$ cat src/rtl/gpioirq_pkg.sv
package gpioirq_pkg;
    localparam int MODE_W       = 3;
    localparam int NIBBLE_W     = 4;
    localparam int PINS_PER_REG = 8;

    typedef enum logic [3:0] {
        RI_EN    = 4'h0,
        RI_STAT  = 4'h1,
        RI_DISP  = 4'h2,
        RI_CLR   = 4'h3,
        RI_MSET  = 4'h4,
        RI_MCLR  = 4'h5,
        RI_DOUT  = 4'h6,
        RI_DIN   = 4'h7,
        RI_DIR   = 4'h8,
        RI_MODE0 = 4'h9,
        RI_MODE1 = 4'hA,
        RI_USE   = 4'hE,
        RI_SRST  = 4'hF
    } reg_idx_e;

    typedef enum logic [2:0] {
        DM_FALL = 3'd0,
        DM_RISE = 3'd1,
        DM_LOW  = 3'd2,
        DM_HIGH = 3'd3,
        DM_BOTH = 3'd4
    } det_mode_e;
endpackage

$ cat src/rtl/gpioirq_sync2.sv
module gpioirq_sync2 #(
    parameter int STAGES = 2
) (
    input  logic clk,
    input  logic rst_n,
    input  logic d,
    output logic q
);
    logic [STAGES-1:0] chain_d, chain_q;

    always_comb begin
        chain_d = {chain_q[STAGES-2:0], d};
    end

    always_ff @(posedge clk or negedge rst_n) begin
        if (!rst_n) chain_q <= '0;
        else        chain_q <= chain_d;
    end

    assign q = chain_q[STAGES-1];
endmodule

$ cat src/rtl/gpioirq_det.sv
module gpioirq_det
    import gpioirq_pkg::*;
(
    input  logic              clk,
    input  logic              rst_n,
    input  logic              pin_async,
    input  logic [MODE_W-1:0] mode,
    output logic              level,
    output logic              event_hit
);
    logic samp;
    logic prev_d, prev_q;
    logic rise, fall;

    gpioirq_sync2 #(.STAGES(2)) u_sync (
        .clk   (clk),
        .rst_n (rst_n),
        .d     (pin_async),
        .q     (samp)
    );

    always_comb begin
        prev_d = samp;
        rise   = samp & ~prev_q;
        fall   = ~samp & prev_q;
        case (mode)
            DM_FALL: event_hit = fall;
            DM_RISE: event_hit = rise;
            DM_LOW:  event_hit = ~samp;
            DM_HIGH: event_hit = samp;
            DM_BOTH: event_hit = rise | fall;
            default: event_hit = 1'b0;
        endcase
    end

    always_ff @(posedge clk or negedge rst_n) begin
        if (!rst_n) prev_q <= 1'b0;
        else        prev_q <= prev_d;
    end

    assign level = samp;

    // a rising-only detector never reports while the sampled level is low
    p_rise_only_high_r3: assert property (@(posedge clk) disable iff (!rst_n)
        (mode == DM_RISE && event_hit) |-> samp);
endmodule

$ cat src/rtl/gpio_irq_ctrl.sv
module gpio_irq_ctrl
    import gpioirq_pkg::*;
#(
    parameter int PIN_COUNT = 12
) (
    input  logic                 clk,
    input  logic                 rst_n,
    input  logic                 bus_we,
    input  logic                 bus_rd,
    input  logic [5:0]           bus_addr,
    input  logic [31:0]          bus_wdata,
    output logic [31:0]          bus_rdata,
    input  logic [PIN_COUNT-1:0] pin_in,
    output logic [PIN_COUNT-1:0] pin_out,
    output logic [PIN_COUNT-1:0] pin_oe,
    output logic                 irq_out
);
    localparam int N      = PIN_COUNT;
    localparam int LO_CNT = (N < PINS_PER_REG) ? N : PINS_PER_REG;
    localparam logic [N-1:0] MASK_ALL = {N{1'b1}};

    typedef struct packed {
        logic [N-1:0]        en;
        logic [N-1:0]        pend;
        logic [N-1:0]        mask;
        logic [N-1:0]        dout;
        logic [N-1:0]        dir;
        logic [N-1:0]        use_sel;
        logic [N*MODE_W-1:0] modes;
        logic                srst;
        logic [31:0]         rdata;
    } state_t;

    state_t s_d, s_q;

    logic [N-1:0] evt_vec, lvl_vec, set_vec, clr_bits, wmask;
    logic [3:0]   widx;
    logic         wr_ok;
    logic [31:0]  mode_lo_rd, mode_hi_rd, rd_val;
    logic         unused_bits;

    assign unused_bits = ^{bus_addr[1:0], bus_wdata};

    // one synchronizer and detector per pin
    for (genvar g = 0; g < N; g++) begin : g_pin
        gpioirq_det u_det (
            .clk       (clk),
            .rst_n     (rst_n),
            .pin_async (pin_in[g]),
            .mode      (s_q.modes[g*MODE_W +: MODE_W]),
            .level     (lvl_vec[g]),
            .event_hit (evt_vec[g])
        );
    end

    // read-side assembly of the mode registers
    always_comb begin
        mode_lo_rd = '0;
        mode_hi_rd = '0;
        for (int i = 0; i < LO_CNT; i++)
            mode_lo_rd[i*NIBBLE_W +: MODE_W] = s_q.modes[i*MODE_W +: MODE_W];
        for (int i = PINS_PER_REG; i < N; i++)
            mode_hi_rd[(i-PINS_PER_REG)*NIBBLE_W +: MODE_W] = s_q.modes[i*MODE_W +: MODE_W];
    end

    always_comb begin
        case (bus_addr[5:2])
            RI_EN:    rd_val = 32'(s_q.en);
            RI_STAT:  rd_val = 32'(s_q.pend);
            RI_DISP:  rd_val = 32'(s_q.pend & ~s_q.mask);
            RI_MSET,
            RI_MCLR:  rd_val = 32'(s_q.mask);
            RI_DOUT:  rd_val = 32'(s_q.dout);
            RI_DIN:   rd_val = 32'(lvl_vec);
            RI_DIR:   rd_val = 32'(s_q.dir);
            RI_MODE0: rd_val = mode_lo_rd;
            RI_MODE1: rd_val = mode_hi_rd;
            RI_USE:   rd_val = 32'(s_q.use_sel);
            RI_SRST:  rd_val = {31'd0, s_q.srst};
            default:  rd_val = '0;
        endcase
    end

    // next-state computation
    always_comb begin
        s_d      = s_q;
        widx     = bus_addr[5:2];
        wmask    = bus_wdata[N-1:0];
        clr_bits = '0;
        set_vec  = evt_vec & s_q.en;
        wr_ok    = bus_we && (!s_q.srst || widx == RI_SRST);

        if (wr_ok) begin
            case (widx)
                RI_EN:    s_d.en      = wmask;
                RI_CLR:   clr_bits    = wmask;
                RI_MSET:  s_d.mask    = s_q.mask | wmask;
                RI_MCLR:  s_d.mask    = s_q.mask & ~wmask;
                RI_DOUT:  s_d.dout    = wmask;
                RI_DIR:   s_d.dir     = wmask;
                RI_USE:   s_d.use_sel = wmask;
                RI_SRST:  s_d.srst    = bus_wdata[0];
                RI_MODE0: begin
                    for (int i = 0; i < LO_CNT; i++)
                        s_d.modes[i*MODE_W +: MODE_W] = bus_wdata[i*NIBBLE_W +: MODE_W];
                end
                RI_MODE1: begin
                    for (int i = PINS_PER_REG; i < N; i++)
                        s_d.modes[i*MODE_W +: MODE_W] =
                            bus_wdata[(i-PINS_PER_REG)*NIBBLE_W +: MODE_W];
                end
                default: ;
            endcase
        end

        // a new event outranks an acknowledge in the same cycle
        s_d.pend = (s_q.pend & ~clr_bits) | set_vec;

        if (s_q.srst || s_d.srst) begin
            s_d.en      = '0;
            s_d.pend    = '0;
            s_d.mask    = MASK_ALL;
            s_d.dout    = '0;
            s_d.dir     = '0;
            s_d.use_sel = '0;
            s_d.modes   = '0;
        end

        if (bus_rd) s_d.rdata = rd_val;
    end

    always_ff @(posedge clk or negedge rst_n) begin
        if (!rst_n) begin
            s_q       <= '0;
            s_q.mask  <= MASK_ALL;
        end else begin
            s_q <= s_d;
        end
    end

    assign bus_rdata = s_q.rdata;
    assign pin_out   = s_q.dout;
    assign pin_oe    = s_q.dir;
    assign irq_out   = |(s_q.pend & s_q.en & ~s_q.mask);

    // mask-set write leaves every written one set
    p_mask_set_r7: assert property (@(posedge clk) disable iff (!rst_n)
        (bus_we && bus_addr[5:2] == RI_MSET && !s_q.srst)
        |=> ((s_q.mask & $past(bus_wdata[N-1:0])) == $past(bus_wdata[N-1:0])));

    // acknowledged bits with no coincident event are cleared
    p_clear_r8: assert property (@(posedge clk) disable iff (!rst_n)
        (bus_we && bus_addr[5:2] == RI_CLR && !s_q.srst)
        |=> ((s_q.pend & $past(bus_wdata[N-1:0] & ~evt_vec)) == '0));

    // no interrupt request without some pending bit
    p_irq_needs_pend_r9: assert property (@(posedge clk) disable iff (!rst_n)
        (s_q.pend == '0) |-> !irq_out);

    // while soft reset is held the state sits at reset values
    p_srst_hold_r12: assert property (@(posedge clk) disable iff (!rst_n)
        s_q.srst |-> (s_q.pend == '0 && s_q.en == '0 && s_q.dir == '0 && s_q.mask == MASK_ALL));

    // a pending bit only rises on a pin that was enabled
    for (genvar g = 0; g < N; g++) begin : g_chk
        p_enable_gate_r6: assert property (@(posedge clk) disable iff (!rst_n)
            $rose(s_q.pend[g]) |-> $past(s_q.en[g]));
    end
endmodule

$ cat config.mk
export PLATFORM = sky130hd
export DESIGN_NAME = gpio_irq_ctrl
export DESIGN_NICKNAME = d
export VERILOG_FILES = /design/src/rtl/gpioirq_pkg.sv /design/src/rtl/gpioirq_sync2.sv /design/src/rtl/gpioirq_det.sv /design/src/rtl/gpio_irq_ctrl.sv
export SDC_FILE = /design/constraint.sdc
export NUM_CORES = 1
export LEC_CHECK = 0
export ABC_AREA = 1
export BUFFER_PORTS_ARGS = -buffer_cell sky130_fd_sc_hd__buf_2
export CORE_AREA = 2 2 173 175
export CTS_CLUSTER_DIAMETER = 100
export DETAILED_ROUTE_END_ITERATION = 10
export DIE_AREA = 0 0 175 177
export PLACE_DENSITY_LB_ADDON = 0.08
export SLEW_MARGIN = 20
export SYNTH_ARGS = -nofsm -noshare
export SYNTH_HDL_FRONTEND = slang
export SYNTH_SLANG_ARGS = --single-unit
$ cat constraint.sdc
create_clock -name clk -period 2.95 [get_ports clk]
set_input_delay 0.1475 -clock clk [delete_from_list [all_inputs] [get_ports clk]]
set_output_delay 0.1475 -clock clk [all_outputs]
set_load 0.01 [all_outputs]
==> metrics, run 1 <==
status=complete, no violations; DR WL/cell=18.2 µm; most used cell, CP=nor2_1; 1st-iter DRT viols=627; Peak Freq=just under 500 MHz; total internal power=roughly 3.8 mW; share of layout cells above drive strength 1=0.155; Die ar.=approximately 0.031 mm²; crit start category=register; mux cell area share after synthesis=0; Mapped Cells=1212; Hold Crit Class=in2reg; largest family of logic cells by synthesized area=simple AND/OR/NAND/NOR gates; global-route wire length before repair=47.9 mm; Post-CTS Setup Bufs=0; Req. time, crit path=3.31 ns; CP Data Arrival Time=2.37 ns; Setup crit end kind=register; combinational power share=0.128; Layout Utilization=0.368; VDD IR max=0.382 mV; CP bufs+invs=0; cts repair resizes=0; Row Count=63; Total GRT Usage=0.207; fin crit period=2.01 ns; endpoints failing setup=0; Sequential Power Share=0.455; final WL=about 31 mm; RSZ-0062 raised after global routing=false; sw power=roughly 1.6 mW; Final Max Slew Viols=0; Die W=175 µm; number of remaining DRC errors=0; DP HPWL=22.9 mm; area growth from synthesis to layout=16.5%; CTS H-tree depth=4; pin count of the biggest net entering global routing=78; Root Driver=clkbuf_16; warnings from Yosys=0; crit path kind=reg2reg; top cell family by delay on the critical path=simple AND/OR/NAND/NOR gates; initial antenna violation count=1; Syn Area/Cell=7.62 µm²; compound-gate portion of the synthesized area=0.0724; total CTS buffers=17; final hold vios=0; Slew @ Worst Pin=0.911 ns; Net count, final=between 1000 and 1500; Synth Area in XOR/XNOR=0; synthesis-stage register bit count=~170; global route overflow=0; vias in the first global route=8016; adder-cell area share of the yosys netlist=0.0325; via/cell ratio=4.83; routed vias=8232; Clk pwr share=0.416; CTS tree=done; Die Span Y=177 µm; top post-synthesis cells by area=dfrtp_1, nand2_1, nand3_1, inv_1, buf_4; Crit Path Max Fanout=13; Antenna Nets Post-Route=0; clk sinks=approximately 170; top-area cell type share of the netlist area=0.434; slowest stage delay, CP=0.72 ns; clk slew on worst S/H paths=0.07 ns; Placer Congestion=0.836; Pleak=between 5 and 6 nW; period utilisation layout=0.683; max_slew headroom=0.390; # IOs=111; clock skew=approximately 0.014 ns; Clock Latency Late Sink=0.43 ns; number of port buffers=98; Starting Density=0.316; Power Dens Cells=about 500 mW/mm²; Sw Ratio=0.297; Synth area leader=dfrtp_1; antenna cells=0; Initial DRT Pass Iterations=5; Crit-path slowest cell=nor2_1; synth unique cells=31; Netlist Area Pre-Place=approximately 0.0092 mm²; Core Box Area=0.0292 mm²; cells along the critical path=o21ai_2 -> nand2_2 -> nor2_1 -> nor2_1 -> nand2_1 -> o21ai_1; Max-cap violations=0; Post-CTS Hold Fix Bufs=27; register area share after synthesis=0.468; Total Neg Setup Slack=0 ns; Synth Area in Simple Gates=0.306; Bufs on Longest Clock Path=2
-- flip-flops by register name, summed over array words and instances, names as in the netlist --
register and cells:
pin_oe 12, g_pin.u_det.prev_q 12, s_q 49, pin_out 12
mode_hi_rd 12, mode_lo_rd 24, bus_rdata 27, g_pin.u_det.u_sync.chain_q 24
-- power by group through the flow --
stage,logic (mW),clock network [mW],registers (mW)
3_3_place_gp,0.671,0,2.50
3_5_place_dp,0.671,0,2.50
5_1_grt,0.766,2.40,2.46
6_report,0.692,2.24,2.45
4_1_cts,0.702,2.31,2.45
2_1_floorplan,0.368,0,2.48
-- worst reg2reg max path: cells and delay by family (launching register included) --
family | cells | cell delay [ns]
AO/OA/AOI/OAI | 2 | 0.20
AND/OR/NAND/NOR | 4 | 1.31
flip-flops | 1 | 0.45
-- placed cells by master, fill, tap and decap left out, types with 2 or more instances in the layout --
| master | count |
|---|---|
| nand2_1 | 391 |
| dfrtp_1 | 160 |
| nand3_1 | 157 |
| inv_1 | 127 |
| buf_2 | 97 |
| nor2_1 | 71 |
| o21ai_0 | 63 |
| buf_4 | 39 |
| nand4_1 | 27 |
| dlygate4sd3_1 | 27 |
| ha_1 | 24 |
| o21ai_1 | 21 |
| clkbuf_16 | 17 |
| a21oi_1 | 14 |
| dfstp_2 | 12 |
| o211ai_1 | 11 |
| nor2_2 | 6 |
| nand2_2 | 6 |
| inv_6 | 6 |
| conb_1 | 5 |
| nor2_4 | 4 |
| o22ai_1 | 4 |
| clkinvlp_4 | 3 |
| a22oi_1 | 2 |
| inv_2 | 2 |
| o2111ai_1 | 2 |
| o21ai_2 | 2 |
| clkinv_4 | 2 |
| clkinv_2 | 2 |
-- worst paths after layout --
check / startpoint / endpoint / slack [ns] / depth (start not counted)
worst max-delay path: s_q[32] / mode_hi_rd[9] / 0.94 / 6
worst min-delay path: bus_wdata[6] / s_q[111] / 0.03 / 4
worst max register to register: s_q[32] / mode_hi_rd[9] / 0.94 / 6
worst min register to register: g_pin[1].u_det.u_sync.chain_q[0] / g_pin[1].u_det.u_sync.chain_q[1] / 0.35 / 0
max in group asynchronous: rst_n / s_q[114] / 1.86 / 3
min in group asynchronous: rst_n / mode_lo_rd[20] / 0.25 / 2
-- cell type report --
cell class | count | area, µm²
Tap cell | 390 | 488
Clock buffer | 18 | 429
Fill cell | 3122 | 18500
Sequential cell | 172 | 4320
Multi-Input combinational cell | 814 | 3820
Timing Repair Buffer | 165 | 1080
Clock inverter | 14 | 133
Inverter | 130 | 488
-- through the flow --
| step | total power [mW] | instance area (µm²) | hold slack, ns | cells | setup slack (ns) |
|---|---|---|---|---|---|
| 3_5_place_dp | 3.17 | 9920 | 0.153 | 1644 | 0.855 |
| 4_1_cts | 5.46 | 10800 | 0.0172 | 1703 | 0.913 |
| 6_report | 5.39 | 10800 | 0.0285 | 1703 | 0.936 |
| 3_3_place_gp | 3.17 | 9920 | 0.152 | 1644 | 0.874 |
| 5_1_grt | 5.62 | 10800 | 0.0417 | 1703 | 0.684 |
| 2_1_floorplan | 2.85 | 9250 | -0.148 | 1216 | 1.69 |
-- cells in the mapped netlist --
cell,instances
buf_1,2
o211ai_1,11
nor2_2,6
buf_4,59
buf_6,1
o2111ai_1,2
buf_2,23
nor2_1,71
clkinv_1,1
inv_1,127
nand3_1,157
o21ai_2,2
nand2_2,6
dfstp_2,12
or2_2,1
ha_1,24
nor2_4,4
and2_0,1
dfrtp_1,160
o21ai_1,21
conb_1,1
a22oi_1,2
inv_2,2
nand2_1,391
clkbuf_1,15
a21oi_1,14
o22ai_1,4
nand4_1,27
o21ai_0,63
a31oi_2,1
a211oi_1,1
-- kinds of logic (layout without fill, tap and decap cells) --
| logic type | after synthesis | count (layout) |
|---|---|---|
| simple gates | 664 | 664 |
| flops | 172 | 172 |
| compound gates | 121 | 121 |
| buf+inv | 230 | 327 |
| fa+ha+maj | 24 | 24 |
| other cells | 1 | 5 |
-- layer usage --
metal / vias to the layer above / global-route usage / share of wire
met5: - / 0 / 0.00039
met4: 2 / 0.0625 / 0.022
met3: 34 / 0.0365 / 0.056
met2: 231 / 0.327 / 0.45
met1: 3962 / 0.289 / 0.47
li1: 4003 / - / -
No activity file was read; power rests on OpenSTA's default activity.
==> inputs of run 2 (changes only) <==
- ABC_AREA: 1 -> 0
- CORE_AREA: 2 2 173 175 -> 2 2 176 178
- DIE_AREA: 0 0 175 177 -> 0 0 178 180
- clock period: 2.95 -> 1.8 ns (I/O delays scaled with it)
==> run 2 against run 1 <==
Net effect: the flow now finishes with violations (setup timing); synthesized cell count down 17%; non-clock buffer count up 42; core utilization up 0.97 points; power up 100%; global-route usage up 1.7 points; first-iteration DRC count up 9.9%; clock skew down 0.0031 ns; area after synthesis up 2.6%; die area up 3.4%; design area up 6.0%.
==> metrics, run 2 <==
most used cell, CP=nand4_1; 1st-iter DRT viols=689 (+9.9%); top cell family by delay on the critical path=simple AND/OR/NAND/NOR gates; number of remaining DRC errors=0 (unchanged); Setup crit end=irq_out; clk sinks=172 (unchanged); vias in the first global route=8060 (+0.55%); Critical R2R Launch=s_q[112]; via/cell ratio=5.36 (+11%); Layout Utilization=0.378 (+0.00971); top-area cell type share of the netlist area=0.423 (-0.0109); Die ar.=0.0320 mm² (+3.4%); Commonest cells post-synth=dfrtp_1, a21oi_1, o21ai_0, nand2_1, buf_4; Root Driver=clkbuf_16; Die W=178 µm (+1.7%); DR WL/cell=23.0 µm (+26%); final WL=34.8 mm (+13%); Total GRT Usage=0.224 (+0.0174); global route overflow=0 (unchanged); Max-cap violations=0 (unchanged); cells on worst reg2reg path=4 (-2); Row Count=64 (+1.6%); crit path kind=reg2out; fin crit period=2.06 ns; period utilisation layout=1.14; register area share after synthesis=0.456 (-0.0117); crit start category=register; Die Span Y=180 µm (+1.7%); Most flops, register=s_q; number of port buffers=98 (unchanged); share of layout cells above drive strength 1=0.213 (+0.0586); synth unique cells=75 (+140%); Starting Density=0.314 (-0.00201); Clk pwr share=0.393 (-0.023); CTS H-tree depth=4 (unchanged); number of flops mapped to enable cells by yosys=0 (unchanged); combinational power share=0.177 (+0.049); Hold Crit Class=in2reg; final setup margin=-0.259 ns (-1.19 ns); Post-synth top flop=dfrtp_1; Bufs on Longest Clock Path=2 (unchanged); Post-synth ARST share=1.00 (unchanged); # IOs=111 (unchanged); VDD IR max=0.619 mV (+62%); Crit Path Max Fanout=2 (-11); Final Max Slew Viols=0 (unchanged); Syn Area/Cell=9.39 µm² (+23%); failing checks=setup timing; CP Data Arrival Time=1.97 ns (-0.40 ns); global-route wire length before repair=53.0 mm (+11%); Critical path origin=s_q[107]; Synth area leader=dfrtp_1; area growth from synthesis to layout=20.3%; Hold Crit Start=bus_wdata[2]; pin count of the biggest net entering global routing=54 (-31%); top post-synthesis cells by area=dfrtp_1, a21oi_1, o21ai_0, buf_4, dfstp_2; total CTS buffers=17 (unchanged); Slew @ Worst Pin=0.845 ns (-0.0667 ns); Pleak=5.07 nW (-6.2%); endpoints failing setup=1 (+1); Peak Freq=486 MHz; Req. time, crit path=1.71 ns (-1.60 ns); Initial DRT Pass Iterations=5 (unchanged); Sw Ratio=0.294 (-0.00302); warnings from Yosys=0 (unchanged); CP bufs+invs=1 (+1); status=finished, violations left; Placer Congestion=0.903 (+7.9%); total internal power=7.68 mW (+100%); routed vias=8124 (-1.3%); Sequential Power Share=0.430 (-0.025); clk slew on worst S/H paths=0.07 ns (about the same); Core Box Area=0.0302 mm² (+3.2%); Crit-path slowest cell=dfstp_2; clock skew=0.0105 ns (-0.00314 ns); Antenna Nets Post-Route=0 (unchanged); Netlist Area Pre-Place=0.00947 mm² (+2.6%); worst reg2reg endpoint=bus_rdata[7]; most frequent cells in the layout=dfrtp_1, buf_2, a21oi_1; initial antenna violation count=0 (-1); sw power=3.20 mW (+100%); DP HPWL=25.1 mm (+9.4%); Power Dens Cells=955 mW/mm² (+91%); final hold vios=0 (unchanged); most numerous cell in the Yosys netlist=dfrtp_1; cells along the critical path=nand3b_1 -> nand4_1 -> a2111oi_4 -> nand4_1 -> buf_2; RSZ-0062 raised after global routing=true; Mapped Cells=1009 (-17%); CTS tree=done; worst hold slack=0.0342 ns (+0.00565 ns); commonest non-fill, non-tap cell in the layout=dfrtp_1; Net count, final=1186 (-14%); Clock Latency Late Sink=0.45 ns (+0.02 ns); setup slack, reg-to-reg=0.08 ns (-0.86 ns); antenna cells=0 (unchanged); Total Neg Setup Slack=-0.259 ns (-0.259 ns); max_slew headroom=0.435 (+0.0446); WP depth=5 (-1); slowest stage delay, CP=0.53 ns (-0.19 ns); max reg flops=49 (unchanged); synthesis-stage register bit count=172 (unchanged); Setup crit end kind=output pin
[run 2: worst min path at each step]
stage                                              to  slack (ns)  cells after the start
floorplan                                bus_rdata[0]       -0.21                      0
global placement    g_pin[11].u_det.u_sync.chain_q[0]        0.06                      1
detailed placement  g_pin[11].u_det.u_sync.chain_q[0]        0.06                      1
CTS                                          s_q[131]        0.01                      3
global route                                pin_oe[7]        0.02                      3
finish                                     pin_out[2]        0.03                      3
[run 2: cells by family (layout without fill, tap and decap cells)]
kind of cell	count (synthesis)	after routing	synth area share
AOI/OAI and AO/OA	301	301	0.198
xor gates and xnor gates	9	9	0.00832
adders and majority gates	24	24	0.0317
buffers and inverters	184	292	0.101
DFF	172	172	0.456
muxes	35	35	0.0382
other	1	5	0.000396
and+or+nand+nor	283	283	0.166
[run 2: final cells by class]
cell class	instances	area, µm²
clock buffers	22	454
multi-input cells	657	4230
well taps	396	495
flip-flops and latches	172	4320
repair buffers	207	1480
clock inverters	10	214
inverters	53	199
fillers	3073	18800
[run 2: repair_timing]
item                                    CTS  global route
hold buffers                             30             0
setup buffers                             4             0
resized for setup                         5             0
hold endpoints to repair                124             0
endpoints found under the setup margin    1             2
pin swaps                                 3             1
[run 2: layer usage]
| metal | global-route usage | part of all wire | up-vias |
|---|---|---|---|
| li1 | - | - | 3768 |
| met1 | 0.324 | 0.47 | 4083 |
| met2 | 0.339 | 0.45 | 229 |
| met3 | 0.0385 | 0.048 | 44 |
| met4 | 0.0708 | 0.025 | 0 |
| met5 | 0 | 0 | - |
[run 2: tightest hold or removal path, cell delays in order]
cell and delay (ns):
buf_2 0.19, nand3_1 0.10, a21oi_1 0.06
[run 2: stage by stage]
| step | setup slack (ns) | cell area [µm²] | instances | power (mW) |
|---|---|---|---|---|
| global placement | -0.0575 | 10400 | 1451 | 6.61 |
| floorplan | 0.166 | 9490 | 1013 | 5.80 |
| CTS | -0.239 | 11400 | 1517 | 11.0 |
| global route | -0.327 | 11400 | 1517 | 11.4 |
| finish | -0.259 | 11400 | 1517 | 10.9 |
| detailed placement | -0.109 | 10400 | 1451 | 6.61 |
[run 2: power groups by stage]
stage	sequential [mW]	clock [mW]	combinational (mW)
after global placement	4.76	0	1.86
after CTS	4.68	4.36	1.93
final	4.68	4.28	1.93
after detailed placement	4.75	0	1.86
after floorplan	4.55	0	1.26
after global routing	4.73	4.55	2.13
==> inputs of run 3 (changes only) <==
- MAX_ROUTING_LAYER: unset -> met4
==> run 3 against run 2 <==
Net effect: the run still ends with setup timing left; critical path depth unchanged; global-route usage up 0.44 points; first-iteration DRC count up 2.2%; sequential share of layout area about the same; clock skew up 0.0035 ns; combinational power about the same; flip-flop and latch count unchanged; power down 3.2%; clock-buffer cell count down 5.
==> metrics, run 3 (synthesis results as in run 2) <==
status=finished, violations left; failing checks=setup timing; Die W=178 µm (unchanged); Power Dens Cells=925 mW/mm² (-3.1%); Hold Crit Class=in2reg; Pleak=5.07 nW (about the same); Placed Cells=1455 (+0.28%); 1st-iter DRT viols=704 (+2.2%); Most flops, register=s_q; via/cell ratio=5.35 (-0.11%); Initial DRT Pass Iterations=5 (unchanged); CTS H-tree depth=4 (unchanged); clock skew=0.0140 ns (+0.00350 ns); Root Driver=clkbuf_16; GR Util met2=0.334 (-0.00496); Core Box Area=0.0302 mm² (unchanged); RSZ-0062 raised after global routing=true; Starting Density=0.314 (unchanged); global-route wire length before repair=52.5 mm (-1.0%); most frequent cells in the layout=dfrtp_1, buf_2, a21oi_1; number of port buffers=98 (unchanged); endpoints failing setup=2 (+1); fin crit period=2.00 ns (-0.0578 ns); Sequential Power Share=0.444 (+0.014); antenna cells=0 (unchanged); clk sinks=172 (unchanged); gr busiest metal=met2; vias in the first global route=8068 (+0.099%); final WL=34.7 mm (-0.40%); CP Data Arrival Time=1.91 ns (-0.06 ns); worst slack, placed=-0.0956 ns (+0.0130 ns); # IOs=111 (unchanged); DP HPWL=25.0 mm (-0.21%); max reg flops=49 (unchanged); worst hold slack=0.0322 ns (-0.00201 ns); Net count, final=1188 (+0.17%); Max-cap violations=0 (unchanged); Total GRT Usage=0.228 (+0.00438); Row Count=64 (unchanged); Final Non-Filler Cells=1519 (+0.13%); Crit Path Max Fanout=3 (+1); Clock Latency Late Sink=0.44 ns (about the same); Die Span Y=180 µm (unchanged); Bufs on Longest Clock Path=2 (unchanged); crit start category=register; number of remaining DRC errors=0 (unchanged); Final Max Slew Viols=0 (unchanged); final setup margin=-0.201 ns (+0.0578 ns); global route overflow=0 (unchanged); Antenna Nets Post-Route=0 (unchanged); met1 GRT Util=0.314 (-0.0101); total CTS buffers=17 (unchanged); Sw Ratio=0.313 (+0.0186); max_slew headroom=0.402 (-0.0329); routed vias=8126 (+0.025%); Slew @ Worst Pin=0.894 ns (+0.0492 ns); total internal power=7.24 mW (-5.8%); sw power=3.29 mW (+2.9%); clk slew on worst S/H paths=0.07 ns (about the same); Placer Congestion=0.939 (+4.0%); crit path kind=reg2out; VDD IR max=0.548 mV (-11%); share of layout cells above drive strength 1=0.219 (+0.00585); initial antenna violation count=0 (unchanged); commonest non-fill, non-tap cell in the layout=dfrtp_1; combinational power share=0.182 (+0.005); Setup crit end kind=output pin; final hold vios=0 (unchanged); grt met3 use=0.0503 (+0.0118); DR WL/cell=22.8 µm (-0.53%); Peak Freq=500 MHz (+2.9%); Req. time, crit path=1.71 ns (about the same); Die ar.=0.0320 mm² (unchanged); Power, Total=10.5 mW (-3.2%); CTS tree=done; period utilisation layout=1.11 (-0.0321); pin count of the biggest net entering global routing=45 (-17%); Clk pwr share=0.374 (-0.019); Total Neg Setup Slack=-0.202 ns (+0.0570 ns); area growth from synthesis to layout=20.2%
[run 3: power by group through the flow]
stage	sequential, mW	combinational [mW]	clock [mW]
final	4.68	1.91	3.94
after global routing	4.73	2.10	4.23
after CTS	4.68	1.92	4.06
after detailed placement	4.75	1.85	0
after global placement	4.76	1.84	0
after floorplan	4.55	1.26	0
[run 3: cell type report]
cell class / instances / area, µm²
Inverter: 53 / 199
Tap cell: 396 / 495
Fill cell: 3073 / 18800
Multi-Input combinational cell: 657 / 4230
Sequential cell: 172 / 4320
Clock buffer: 17 / 425
Timing Repair Buffer: 209 / 1520
Clock inverter: 15 / 186
[run 3: timing repair]
item | CTS | global route
endpoints found under the setup margin | 2 | 3
pin swaps | 4 | 4
hold buffers | 29 | 0
setup buffers | 3 | 1
gates resized for setup | 5 | 1
hold endpoints to repair | 177 | 0
[run 3: critical path: stages (launching register included)]
cell       delay (ns)
dfstp_2          0.56
inv_2            0.05
and3_4           0.18
a2111oi_4        0.30
nand4_1          0.18
buf_2            0.20
[run 3: final timing paths]
path                                                   from                                end  slack [ns]  cells past startpoint
setup / recovery                                   s_q[106]                            irq_out       -0.20                      5
hold / removal                                 bus_wdata[2]                         pin_out[2]        0.03                      3
setup reg to reg                                   s_q[135]                       bus_rdata[6]           0                      5
hold reg to reg            g_pin[8].u_det.u_sync.chain_q[0]   g_pin[8].u_det.u_sync.chain_q[1]        0.35                      0
max in group asynchronous                             rst_n                           s_q[112]        0.99                      3
min in group asynchronous                             rst_n  g_pin[11].u_det.u_sync.chain_q[0]        0.15                      2
[run 3: layer usage]
layer	vias to the layer above	share of wire	wire [µm]
met4	0	0.028	966
met3	43	0.059	2040
met5	-	0	0
li1	3777	-	-
met1	4032	0.46	15900
met2	274	0.45	15800
[run 3: metrics by stage]
| stage | area (µm²) | utilization |
|---|---|---|
| 6_report | 11400 | 0.377 |
| 5_1_grt | 11400 | 0.377 |
| 4_1_cts | 11400 | 0.377 |
| 3_5_place_dp | 10400 | 0.345 |
| 3_3_place_gp | 10400 | 0.345 |
| 2_1_floorplan | 9490 | - |
